File: config.mk
export PLATFORM = sky130hd
export DESIGN_NAME = strd_rule_mon
export DESIGN_NICKNAME = d
export VERILOG_FILES = /design/src/rtl/strd_pkg.sv /design/src/rtl/strd_flag_rules.sv /design/src/rtl/strd_open_track.sv /design/src/rtl/strd_err_report.sv /design/src/rtl/strd_rule_mon.sv
export SDC_FILE = /design/constraint.sdc
export NUM_CORES = 1
export LEC_CHECK = 0
export BUFFER_PORTS_ARGS = -buffer_cell sky130_fd_sc_hd__buf_2
export CAP_MARGIN = 20
export CORE_AREA = 10 10 47 49
export CTS_BUF_LIST = sky130_fd_sc_hd__clkbuf_4 sky130_fd_sc_hd__clkbuf_8
export CTS_CLUSTER_DIAMETER = 120
export CTS_CLUSTER_SIZE = 8
export DETAILED_ROUTE_END_ITERATION = 6
export DIE_AREA = 0 0 57 59
export HOLD_SLACK_MARGIN = 0.15
export PLACE_DENSITY_LB_ADDON = 0.12
export SLEW_MARGIN = 0
export SYNTH_ARGS = -nofsm -noshare
export SYNTH_HDL_FRONTEND = slang
export SYNTH_SLANG_ARGS = --single-unit
File: constraint.sdc
create_clock -name clk -period 0.8 [get_ports clk]
set_input_delay 0 -clock clk [delete_from_list [all_inputs] [get_ports clk]]
set_output_delay 0 -clock clk [all_outputs]
set_load 0.03 [all_outputs]
File: src/rtl/strd_pkg.sv
`timescale 1ns/1ps
package strd_pkg;
  localparam int ERR_W      = 7;
  localparam int E_S1_NO_E0 = 0;
  localparam int E_S1_OFF   = 1;
  localparam int E_E1_DEP   = 2;
  localparam int E_E1_OFF   = 3;
  localparam int E_OVERLAP  = 4;
  localparam int E_ORPHAN   = 5;
  localparam int E_E0_LATE  = 6;
  typedef logic [ERR_W-1:0] err_vec_t;
endpackage

File: src/rtl/strd_flag_rules.sv
`timescale 1ns/1ps
module strd_flag_rules
  import strd_pkg::*;
#(
  parameter int SOP_PTR_W = 2,
  parameter int EOP_PTR_W = 4,
  parameter int SOP1_OFF  = 2,
  parameter int EOP1_MIN  = 10
) (
  input  logic [1:0]           sop,
  input  logic [SOP_PTR_W-1:0] sop1_off,
  input  logic [1:0]           eop,
  input  logic [EOP_PTR_W-1:0] eop0_off,
  input  logic [EOP_PTR_W-1:0] eop1_off,
  output err_vec_t             rule_err
);
  // Dword index where the second packet lands: offset counts 4-Dword units
  localparam int SECOND_DW = SOP1_OFF * 4;
  localparam logic [SOP_PTR_W-1:0] S1_OK  = SOP_PTR_W'(SOP1_OFF);
  localparam logic [EOP_PTR_W-1:0] E1_LO  = EOP_PTR_W'(EOP1_MIN);
  localparam logic [EOP_PTR_W-1:0] E0_LIM = EOP_PTR_W'(SECOND_DW);

  always_comb begin
    rule_err             = '0;
    rule_err[E_S1_NO_E0] = sop[1] & ~eop[0];
    rule_err[E_S1_OFF]   = sop[1] & (sop1_off != S1_OK);
    rule_err[E_E1_DEP]   = eop[1] & ~(eop[0] & sop[0]);
    rule_err[E_E1_OFF]   = eop[1] & (eop1_off < E1_LO);
    rule_err[E_E0_LATE]  = sop[1] & eop[0] & (eop0_off >= E0_LIM);
  end
endmodule

File: src/rtl/strd_open_track.sv
`timescale 1ns/1ps
module strd_open_track
  import strd_pkg::*;
(
  input  logic     clk,
  input  logic     rst_n,
  input  logic     fire,
  input  logic [1:0] sop,
  input  logic [1:0] eop,
  output logic     pkt_open,
  output err_vec_t trk_err
);
  logic       open_q, open_d;
  logic [1:0] avail_cnt, end_cnt;

  always_comb begin
    avail_cnt           = {1'b0, open_q} + {1'b0, sop[0]} + {1'b0, sop[1]};
    end_cnt             = {1'b0, eop[0]} + {1'b0, eop[1]};
    open_d              = (avail_cnt > end_cnt);
    trk_err             = '0;
    trk_err[E_OVERLAP]  = open_q & sop[0] & ~eop[0];
    trk_err[E_ORPHAN]   = (end_cnt > avail_cnt);
  end

  always_ff @(posedge clk or negedge rst_n) begin
    if (!rst_n)    open_q <= 1'b0;
    else if (fire) open_q <= open_d;
  end

  assign pkt_open = open_q;

  AST_OPEN_HOLD: assert property (@(posedge clk) disable iff (!rst_n)
    !fire |=> $stable(pkt_open));
  AST_LONE_SOP_OPENS: assert property (@(posedge clk) disable iff (!rst_n)
    (fire && sop == 2'b01 && eop == 2'b00) |=> pkt_open);
endmodule

File: src/rtl/strd_err_report.sv
`timescale 1ns/1ps
module strd_err_report
  import strd_pkg::*;
(
  input  logic     clk,
  input  logic     rst_n,
  input  logic     fire,
  input  err_vec_t rule_err,
  input  err_vec_t trk_err,
  output err_vec_t err_code,
  output logic     err_sticky
);
  err_vec_t code_d, code_q;
  logic     sticky_d, sticky_q;

  always_comb begin
    code_d   = fire ? (rule_err | trk_err) : '0;
    sticky_d = sticky_q | (|code_d);
  end

  for (genvar i = 0; i < ERR_W; i++) begin : g_code
    always_ff @(posedge clk or negedge rst_n) begin
      if (!rst_n) code_q[i] <= 1'b0;
      else        code_q[i] <= code_d[i];
    end
  end

  always_ff @(posedge clk or negedge rst_n) begin
    if (!rst_n) sticky_q <= 1'b0;
    else        sticky_q <= sticky_d;
  end

  assign err_code   = code_q;
  assign err_sticky = sticky_q;

  AST_STICKY_HOLD: assert property (@(posedge clk) disable iff (!rst_n)
    err_sticky |=> err_sticky);
  AST_CODE_SETS_STICKY: assert property (@(posedge clk) disable iff (!rst_n)
    (|err_code) |-> err_sticky);
  AST_CODE_NEEDS_BEAT: assert property (@(posedge clk) disable iff (!rst_n)
    (|err_code) |-> $past(fire));
endmodule

File: src/rtl/strd_rule_mon.sv
`timescale 1ns/1ps
module strd_rule_mon
  import strd_pkg::*;
#(
  parameter int SOP_PTR_W = 2,
  parameter int EOP_PTR_W = 4,
  parameter int SOP1_OFF  = 2,
  parameter int EOP1_MIN  = 10
) (
  input  logic                 clk,
  input  logic                 rst_n,
  input  logic                 beat_vld,
  input  logic                 beat_rdy,
  input  logic [1:0]           sop_flag,
  input  logic [SOP_PTR_W-1:0] sop1_off,
  input  logic [1:0]           eop_flag,
  input  logic [EOP_PTR_W-1:0] eop0_off,
  input  logic [EOP_PTR_W-1:0] eop1_off,
  output logic [ERR_W-1:0]     err_code,
  output logic                 err_sticky,
  output logic                 pkt_open
);
  logic     rst_meta_q, rst_sync_q;
  logic     fire;
  err_vec_t rule_err, trk_err;

  always_ff @(posedge clk or negedge rst_n) begin
    if (!rst_n) begin
      rst_meta_q <= 1'b0;
      rst_sync_q <= 1'b0;
    end else begin
      rst_meta_q <= 1'b1;
      rst_sync_q <= rst_meta_q;
    end
  end

  assign fire = beat_vld & beat_rdy;

  strd_flag_rules #(
    .SOP_PTR_W(SOP_PTR_W), .EOP_PTR_W(EOP_PTR_W),
    .SOP1_OFF(SOP1_OFF),   .EOP1_MIN(EOP1_MIN)
  ) u_rules (
    .sop(sop_flag), .sop1_off(sop1_off), .eop(eop_flag),
    .eop0_off(eop0_off), .eop1_off(eop1_off), .rule_err(rule_err)
  );

  strd_open_track u_track (
    .clk(clk), .rst_n(rst_sync_q), .fire(fire),
    .sop(sop_flag), .eop(eop_flag),
    .pkt_open(pkt_open), .trk_err(trk_err)
  );

  strd_err_report u_report (
    .clk(clk), .rst_n(rst_sync_q), .fire(fire),
    .rule_err(rule_err), .trk_err(trk_err),
    .err_code(err_code), .err_sticky(err_sticky)
  );

  AST_BAD_S1_OFF_FLAGGED: assert property (@(posedge clk) disable iff (!rst_sync_q)
    (fire && sop_flag[1] && sop1_off != 2'b10) |=> err_code[E_S1_OFF]);
  AST_E1_LOW_FLAGGED: assert property (@(posedge clk) disable iff (!rst_sync_q)
    (fire && eop_flag[1] && eop1_off < 4'd10) |=> err_code[E_E1_OFF]);
endmodule

==> results of run 1 <==
[registers in the layout (all words and copies together), names as in the netlist]
| register | flops |
|---|---|
| rst_sync_q | 1 |
| u_report.err_code | 7 |
| u_report.err_sticky | 1 |
| u_track.pkt_open | 1 |
| rst_meta_q | 1 |
[logic make-up (layout without fill, tap and decap cells)]
group | count (synthesis) | in the layout | synth area share
and+or+nand+nor | 16 | 16 | 0.165
DFF | 11 | 11 | 0.567
AOI/OAI and AO/OA | 9 | 9 | 0.119
adders and majority gates | 4 | 4 | 0.119
buffers and inverters | 3 | 42 | 0.0232
other | 1 | 1 | 0.00772
[routing by layer]
layer  vias to the layer above  wire length, um  GRT usage  share of wire
li1                        229                -          -              -
met1                       198              535     0.0830           0.45
met2                        17              503      0.102           0.43
met3                         2              119     0.0451           0.10
met4                         0               25     0.0403          0.021
met5                         -                0          0              0
[Yosys cell counts]
library cell  instances  share of area
o22a_1                1          0.018
o21ai_0               3          0.031
nor2b_1               2          0.026
nor2_1                3          0.023
a21oi_1               2          0.021
o21bai_1              1          0.015
o2111ai_1             1          0.018
conb_1                1         0.0077
fa_1                  1          0.041
nor3_1                2          0.021
inv_1                 3          0.023
dfrtp_1              11           0.57
a21o_1                1          0.015
ha_1                  3          0.077
nand2_1               6          0.046
nand3_1               2          0.021
nor2b_4               1          0.028
[cell type report]
class | instances | area (um2)
Clock buffer | 4 | 30.0
Fill cell | 124 | 548
Inverter | 3 | 11.3
Multi-Input combinational cell | 30 | 236
Sequential cell | 11 | 277
Tap cell | 16 | 20.0
Timing Repair Buffer | 35 | 279
[worst max path at each step]
stage                     depth (start not counted)                   to  slack (ps)
after floorplan                                   5  u_report.err_sticky        -870
after global placement                            5  u_report.err_sticky        -800
after detailed placement                          5  u_report.err_sticky        -830
after CTS                                         6  u_report.err_sticky        -810
after global routing                              6  u_report.err_sticky        -870
final                                             6  u_report.err_sticky        -820
[repair_timing]
action	4_1_cts	5_1_grt
pin swaps	1	0
setup endpoints to repair	5	15
gates resized for setup	6	24
endpoints found under the hold margin	11	7
buffers inserted	1	2
[where the power goes]
part           total (mW)  internal [mW]  leakage (nW)  switching [mW]
clock network       0.407          0.227        0.0184           0.180
registers           0.630          0.601         0.139          0.0296
logic               0.787          0.445         0.280           0.343
[critical path: cells and delay by family (launching register included)]
kind                       cells  cell delay, ps
and+or+nand+nor                1             120
adders and majority gates      2             680
buffers and inverters          1              40
DFF                            1             410
AOI/OAI and AO/OA              2             230
==> results by group, run 1 <==
Final layout
  – Fin nets: 106
  – Area Growth Syn to Fin: 75.8%
  – Antenna Cells: 0
  – Non-filler instance count after layout: 99
  – Fraction of layout cells with a size suffix above 1: 0.518
  – Commonest non-fill, non-tap cell in the layout: buf_2
  – Finished Cell Area: 853 um2
  – Final Core Density: 0.609
  – Highest-count cells in the layout ignoring fill and taps: buf_2 (13), dfrtp_1 (10), buf_6 (9)

Floorplanning
  – Die area: 3360 um2
  – Chip width: 57 um
  – Row Count: 14
  – Number of I/O pins: 27
  – Die H: 59 um
  – Initial core utilization: 0.346
  – Core area: approximately 1400 um2

STA
  – RSZ-0062 raised after global routing: true
  – Final setup viols: 6
  – Worst setup margin: -824 ps
  – Post-layout min period: 1620 ps
  – Setup_tns: -2780 ps
  – Max frequency: 616 MHz
  – Fin crit share: 2.03
  – Final Hold Fails: 0
  – Hold WS: 56.7 ps
  – Clock Skew: ~1.9 ps
  – Count of final max-slew check failures: 0

Setup path
  – R2r setup slk: -820 ps
  – Worst reg2reg startpoint: u_track.pkt_open
  – Arrival @ worst endpoint: approximately 1800 ps
  – CP startpoint: u_track.pkt_open
  – Reg2Reg Depth: 6
  – WS Path Type: flip-flop to flip-flop
  – Critical-path top delay cell: fa_2
  – CP Data Required Time: approximately 930 ps
  – Reg-to-Reg End: u_report.err_sticky
  – Crit path largest cell delay: ~530 ps
  – Crit. End Element: flip-flop
  – Crit path max fanout: 3
  – CP cell instances: fa_2 > inv_2 > ha_4 > nor2b_4 > o22a_1 > o2111ai_1
  – Startpoint types: flip-flop

Power and ir drop
  – PwrDens: 2140 nW/um2
  – Power after layout: 1.82 mW
  – Maximum vdd ir drop: 1.45 mV
  – Pleak: approximately 0.44 nW

Synthesis
  – Mapped Nets: 66
  – Sequential area share after synthesis: 0.567
  – Post-synthesis cell type count: 17
  – Yosys reg bits: 11
  – Post-Syn Area: 485 um2
  – Syn. warnings: 0
  – Gate Count Post-Synth: 44
  – Mean Syn Cell Area: 11.0 um2

Detailed routing
  – Vias per Instance: 4.51
  – Final wirelength: around 1.2 mm
  – Antenna Violating Nets Remaining: 0
  – DR WL/cell: 11.9 um
  – Routed vias: 446
  – 1st-pass router iterations: 3
  – 1st-iter DRT viols: 11
  – DRC viols: 0

Placed design
  – Placer Congestion: about 0.77
  – DP HPWL: 935 um
  – Setup Slack @ Placement: -826 ps
  – Inst Count DP: 87
  – Buffers on Ports: 22
  – Dpl cell area: 669 um2

Global routing
  – Vias in the first global route: 450
  – Total congestion overflow: 0
  – Overall Global Routing Usage: 0.0728
  – Pin count of the biggest net entering global routing: 10
  – First-pass GRT wire length: 1.94 mm
  – Initial antenna violation count: 0

Outcome
  – Failing checks: setup timing
  – Outcome: finished with violations

CTS
  – Clock Path Buffers: 2
  – CTS Hold Buffers Added: 5
  – Clock Latency Late Sink: between 200 and 300 ps
  – CTS Buf Count: 3
  – CTS HTree Levels: 1
  – Clock Root Buffer: clkbuf_4
  – Clk slew on worst S/H paths: 70 ps
  – Clock Sinks: 11
  – CTS tree: yes

Flow run
  – MaxCap Viol Count: 0

Worst hold path
  – Worst Hold Launch: eop1_off[1]
  – Hold path depth: 3
  – Worst hold path class: input port to flip-flop
  – Hold worst-path end: u_report.err_code[3]
Note: power is estimated with default switching activity, not from simulation.
==> run 2: changes to the inputs <==
--- a/config.mk
+++ b/config.mk
@@ -15,6 +15,7 @@
 export DIE_AREA = 0 0 57 59
 export HOLD_SLACK_MARGIN = 0.15
 export PLACE_DENSITY_LB_ADDON = 0.12
+export SKIP_LAST_GASP = 1
 export SLEW_MARGIN = 0
 export SYNTH_ARGS = -nofsm -noshare
 export SYNTH_HDL_FRONTEND = slang
==> run 2 against run 1 <==
  * The run still ends with setup timing left
  * Die area is the same
  * First-iteration DRC count increased by 9.1%
  * Clock skew barely moved
  * Core utilization fell by 0.18 points
  * Routed wire length down 0.34%
  * Highest routed layer unchanged
==> results by group, run 2 (synthesis gave the netlist of run 1 again) <==
Outcome
  – Outcome: finished with violations
  – Failing checks: setup timing

Floorplanning
  – Chip width: around 57 um
  – Die H: 59 um
  – Die area: between 3000 and 4000 um2
  – Row Count: 14
  – Number of I/O pins: 27
  – Initial core utilization: 0.346
  – Core area: 1400 um2

Placed design
  – Inst Count DP: 87
  – Setup Slack @ Placement: -826 ps
  – Placer Congestion: 0.769
  – Dpl cell area: 669 um2
  – DP HPWL: 935 um
  – Buffers on Ports: 22

Global routing
  – Overall Global Routing Usage: 0.0728
  – Pin count of the biggest net entering global routing: 10
  – Vias in the first global route: 450
  – Initial antenna violation count: 0
  – First-pass GRT wire length: 1.94 mm
  – Total congestion overflow: 0

STA
  – Fin crit share: 2.02
  – RSZ-0062 raised after global routing: true
  – Max frequency: 618 MHz
  – Count of final max-slew check failures: 0
  – Hold WS: 55.5 ps
  – Final setup viols: 6
  – Setup_tns: -2780 ps
  – Clock Skew: 1.82 ps
  – Worst setup margin: -819 ps
  – Final Hold Fails: 0
  – Post-layout min period: 1620 ps

Setup path
  – R2r setup slk: -820 ps
  – Crit path largest cell delay: 530 ps
  – Crit. End Element: flip-flop
  – CP cell instances: fa_2 > inv_2 > ha_4 > nor2b_4 > o22a_1 > o2111ai_1
  – Critical-path top delay cell: fa_2
  – CP Data Required Time: between 900 and 1000 ps
  – Crit path capture: u_report.err_sticky
  – Worst reg2reg startpoint: u_track.pkt_open
  – Reg2Reg Depth: 6
  – Crit path max fanout: 3
  – Reg-to-Reg End: u_report.err_sticky
  – Arrival @ worst endpoint: between 1500 and 2000 ps
  – Startpoint types: flip-flop
  – WS Path Type: flip-flop to flip-flop
  – CP startpoint: u_track.pkt_open

Final layout
  – Antenna Cells: 0
  – Fraction of layout cells with a size suffix above 1: 0.506
  – Fillers: 124
  – Highest-count cells in the layout ignoring fill and taps: buf_2 (13), dfrtp_1 (10), buf_6 (9)
  – Largest register FFs: 7
  – Non-filler instance count after layout: 99
  – Final Core Density: 0.607
  – Commonest non-fill, non-tap cell in the layout: buf_2
  – Finished Cell Area: 851 um2
  – Area Growth Syn to Fin: 75.3%
  – Fin nets: around 110

Power and ir drop
  – PwrDens: 2120 nW/um2
  – Pleak: 0.438 nW
  – Power after layout: 1.80 mW
  – Maximum vdd ir drop: roughly 1.4 mV

Detailed routing
  – Final wirelength: 1.18 mm
  – DR WL/cell: between 10 and 15 um
  – 1st-iter DRT viols: 12
  – Antenna Violating Nets Remaining: 0
  – Vias per Instance: 4.46
  – 1st-pass router iterations: 4
  – DRC viols: 0
  – Routed vias: roughly 440

CTS
  – CTS tree: yes
  – Clock Root Buffer: clkbuf_4
  – CTS Buf Count: 3
  – Clock Latency Late Sink: ~260 ps
  – CTS Hold Buffers Added: 5
  – Clock Path Buffers: 2
  – Clk slew on worst S/H paths: about 70 ps
  – Clock Sinks: 11
  – CTS HTree Levels: 1

Worst hold path
  – Hold path depth: 3
  – Worst hold path class: input port to flip-flop

Flow run
  – MaxCap Viol Count: 0
-- run 2: worst min path at each step --
stage,startpoint,endpoint,slack (ps)
after floorplan,rst_n,rst_meta_q,-300
after detailed placement,rst_n,rst_sync_q,-210
final,eop1_off[1],u_report.err_code[3],60
after global placement,rst_n,rst_sync_q,-210
after CTS,eop1_off[1],u_report.err_code[3],60
after global routing,beat_vld,u_report.err_code[2],70
-- run 2: critical path: cells and delay by family (launching register included) --
family	cells	cell delay [ps]
adder cells (fa/ha/maj)	2	680
buffers and inverters	1	40
AO/OA/AOI/OAI	2	230
AND/OR/NAND/NOR	1	120
flip-flops	1	410
-- run 2: timing repair --
item | in CTS | in global routing
setup buffers | 1 | 2
cloned | 0 | 0
setup endpoints to repair | 5 | 15
endpoints found under the hold margin | 11 | 7
pin swaps | 1 | 0
resized for setup | 6 | 23
-- run 2: cell type report --
cell class,count,area [um2],area share
Timing Repair Buffer,35,279,0.328
Sequential cell,11,277,0.325
Multi-Input combinational cell,30,234,0.275
Inverter,3,11.3,0.0132
Clock buffer,4,30.0,0.0353
Tap cell,16,20.0,0.0235
-- run 2: where the power goes --
group	switching (mW)	internal [mW]	leakage (nW)
Combinational	0.333	0.430	0.280
Sequential	0.0295	0.601	0.139
Clock	0.181	0.227	0.0184
-- run 2: metal layers --
layer | vias up | track usage | wire (um)
met3 | 2 | 0.0451 | 119
li1 | 229 | - | -
met4 | 0 | 0.0403 | 25
met5 | - | 0 | 0
met1 | 194 | 0.0830 | 538
met2 | 17 | 0.102 | 496
==> run 3: changes to the inputs <==
--- a/config.mk
+++ b/config.mk
@@ -7,16 +7,18 @@
 export LEC_CHECK = 0
 export BUFFER_PORTS_ARGS = -buffer_cell sky130_fd_sc_hd__buf_2
 export CAP_MARGIN = 20
-export CORE_AREA = 10 10 47 49
+export CORE_MARGIN = 10
+export CORE_UTILIZATION = 38
 export CTS_BUF_LIST = sky130_fd_sc_hd__clkbuf_4 sky130_fd_sc_hd__clkbuf_8
 export CTS_CLUSTER_DIAMETER = 120
 export CTS_CLUSTER_SIZE = 8
 export DETAILED_ROUTE_END_ITERATION = 6
-export DIE_AREA = 0 0 57 59
+export GPL_ROUTABILITY_DRIVEN = 0
 export HOLD_SLACK_MARGIN = 0.15
 export PLACE_DENSITY_LB_ADDON = 0.12
 export SKIP_LAST_GASP = 1
 export SLEW_MARGIN = 0
 export SYNTH_ARGS = -nofsm -noshare
 export SYNTH_HDL_FRONTEND = slang
+export SYNTH_HIERARCHICAL = 1
 export SYNTH_SLANG_ARGS = --single-unit
==> run 3 against run 2 <==
  * The run still ends with setup timing left
  * Synthesized area increased by 25%
  * Critical path depth is the same
  * Die area grew 6.8%
  * Total power is 11% lower
  * Largest cell class is now multi-input gates
==> results by group, run 3 <==
Setup path
  – Startpoint types: flip-flop
  – Crit. End Element: flip-flop
  – Crit path max fanout: 2
  – Crit path largest cell delay: 560 ps
  – CP cell instances: fa_2 > ha_4 > nor2b_4 > a2bb2oi_2 > nor4_2 > a41oi_1
  – R2r setup slk: -930 ps
  – Critical-path top delay cell: fa_2
  – WS Path Type: flip-flop to flip-flop
  – CP Data Required Time: 930 ps
  – Arrival @ worst endpoint: 1860 ps

Synthesis
  – Area leader, netlist: dfrtp_1
  – Most common cell in the netlist: dfrtp_1
  – Post-Syn Area: 606 um2
  – Post-synthesis cell type count: 24
  – Synth top area share: 0.455
  – Syn. warnings: 6
  – Yosys reg bits: 11
  – Commonest cells post-synth: dfrtp_1 (11), buf_4 (7), o21a_1 (7)
  – Post-synth EDFFs: 0
  – Gate Count Post-Synth: between 50 and 60
  – Async SR Flop Fraction: 1.00
  – Dominant cells by area after synthesis: dfrtp_1 (45%), buf_4 (8.7%), o21a_1 (8.7%)
  – Mean Syn Cell Area: 10.8 um2
  – Most used flip-flop cell after synthesis: dfrtp_1
  – Sequential area share after synthesis: 0.455

STA
  – Hold WS: 84.7 ps
  – Post-layout min period: between 1500 and 2000 ps
  – Clock Skew: about 5.7 ps
  – Final setup viols: 6
  – Fin crit share: 2.17
  – RSZ-0062 raised after global routing: true
  – Final Hold Fails: 0
  – Worst setup margin: -934 ps
  – Max frequency: 577 MHz
  – Count of final max-slew check failures: 0

Outcome
  – Outcome: finished with violations
  – Failing checks: setup timing

Final layout
  – Non-filler instance count after layout: ~110
  – Highest-count cells in the layout ignoring fill and taps: buf_2 (13), dfrtp_1 (10), buf_6 (9), buf_4 (9), conb_1 (8)
  – Commonest non-fill, non-tap cell in the layout: buf_2
  – Fraction of layout cells with a size suffix above 1: 0.522
  – Largest register FFs: 7
  – Antenna Cells: 0
  – Area Growth Syn to Fin: 52.1%
  – Fin nets: 113
  – Finished Cell Area: 921 um2

Power and ir drop
  – Maximum vdd ir drop: roughly 1.5 mV
  – PwrDens: 1730 nW/um2
  – Pleak: 0.455 nW
  – Power after layout: 1.60 mW

Floorplanning
  – Core area: roughly 1500 um2
  – Number of I/O pins: 27
  – Chip width: 59.9 um
  – Initial core utilization: 0.402
  – Die H: 59.9 um
  – Row Count: 14
  – Die area: 3590 um2

CTS
  – Clock Path Buffers: 2
  – Clock Sinks: 11
  – CTS tree: yes
  – CTS Hold Buffers Added: 2
  – Clock Root Buffer: clkbuf_4
  – CTS Buf Count: 3
  – Clk slew on worst S/H paths: approximately 70 ps
  – Clock Latency Late Sink: 260 ps
  – CTS HTree Levels: 1

Detailed routing
  – Vias per Instance: 4.69
  – 1st-pass router iterations: 3
  – Antenna Violating Nets Remaining: 0
  – Routed vias: 497
  – DR WL/cell: 12.6 um
  – 1st-iter DRT viols: 2
  – DRC viols: 0
  – Final wirelength: 1.33 mm

Global routing
  – Pin count of the biggest net entering global routing: 11
  – Grt met1 use: 0.0859
  – GR peak layer: met2
  – Met2 Use GR: 0.140
  – Met3 Usage GRT: 0.0487
  – Initial antenna violation count: 0
  – Overall Global Routing Usage: 0.0816
  – Total congestion overflow: 0
  – First-pass GRT wire length: 2.24 mm
  – Vias in the first global route: 529

Placed design
  – DP HPWL: 1.10 mm
  – Dpl cell area: 795 um2
  – Buffers on Ports: 22
  – Setup Slack @ Placement: -989 ps
  – Inst Count DP: 99

Flow run
  – MaxCap Viol Count: 0

Worst hold path
  – Worst hold path class: input port to flip-flop
[run 3: worst max-delay path, delay by kind of cell (launching register included)]
| kind | cells | cell delay, ps |
|---|---|---|
| adders and majority gates | 2 | 700 |
| DFF | 1 | 410 |
| AOI/OAI and AO/OA | 2 | 280 |
| and+or+nand+nor | 2 | 210 |
[run 3: final timing paths]
kind                                  startpoint                   end  cells after the start
min in group asynchronous             rst_sync_q   u_report/err_sticky                      0
worst min register to register        rst_sync_q   u_report/err_sticky                      0
worst min-delay path                 sop1_off[1]  u_report/err_code[1]                      3
max in group asynchronous                  rst_n            rst_sync_q                      3
worst max register to register  u_track/pkt_open   u_report/err_sticky                      6
worst max-delay path            u_track/pkt_open   u_report/err_sticky                      6
[run 3: cell type report]
class,count,area [um2]
repair buffers,33,254
flip-flops and latches,11,277
well taps,16,20.0
clock buffers,4,30.0
inverters,4,15.0
multi-input cells,38,325
fillers,140,586
[run 3: cells by family after synthesis]
family	Yosys count	share of synthesized area
AOI/OAI and AO/OA	13	0.159
adders and majority gates	4	0.0950
buffers and inverters	12	0.120
DFF	11	0.455
other	3	0.0186
and+or+nand+nor	13	0.153
[run 3: report_power, final]
part | leakage, nW | switching (mW) | internal, mW
logic | 0.300 | 0.266 | 0.315
registers | 0.136 | 0.0275 | 0.595
clock network | 0.0184 | 0.168 | 0.226
[run 3: layer usage]
metal  part of all wire  vias up
met5                  0        -
met4             0.0060        0
met3              0.089        2
met2               0.55       12
met1               0.35      240
li1                   -      243
[run 3: what timing repair did]
item	4_1_cts	5_1_grt
endpoints found under the hold margin	3	1
gates resized for setup	8	16
setup endpoints to repair	9	13
buffers inserted	0	1
pin swaps	1	0
[run 3: per-stage QoR]
stage,utilization,TNS (ps)
3_5_place_dp,0.527,-2590
4_1_cts,0.578,-2730
3_3_place_gp,0.527,-2470
2_1_floorplan,-,-2460
5_1_grt,0.611,-3110
6_report,0.611,-2800
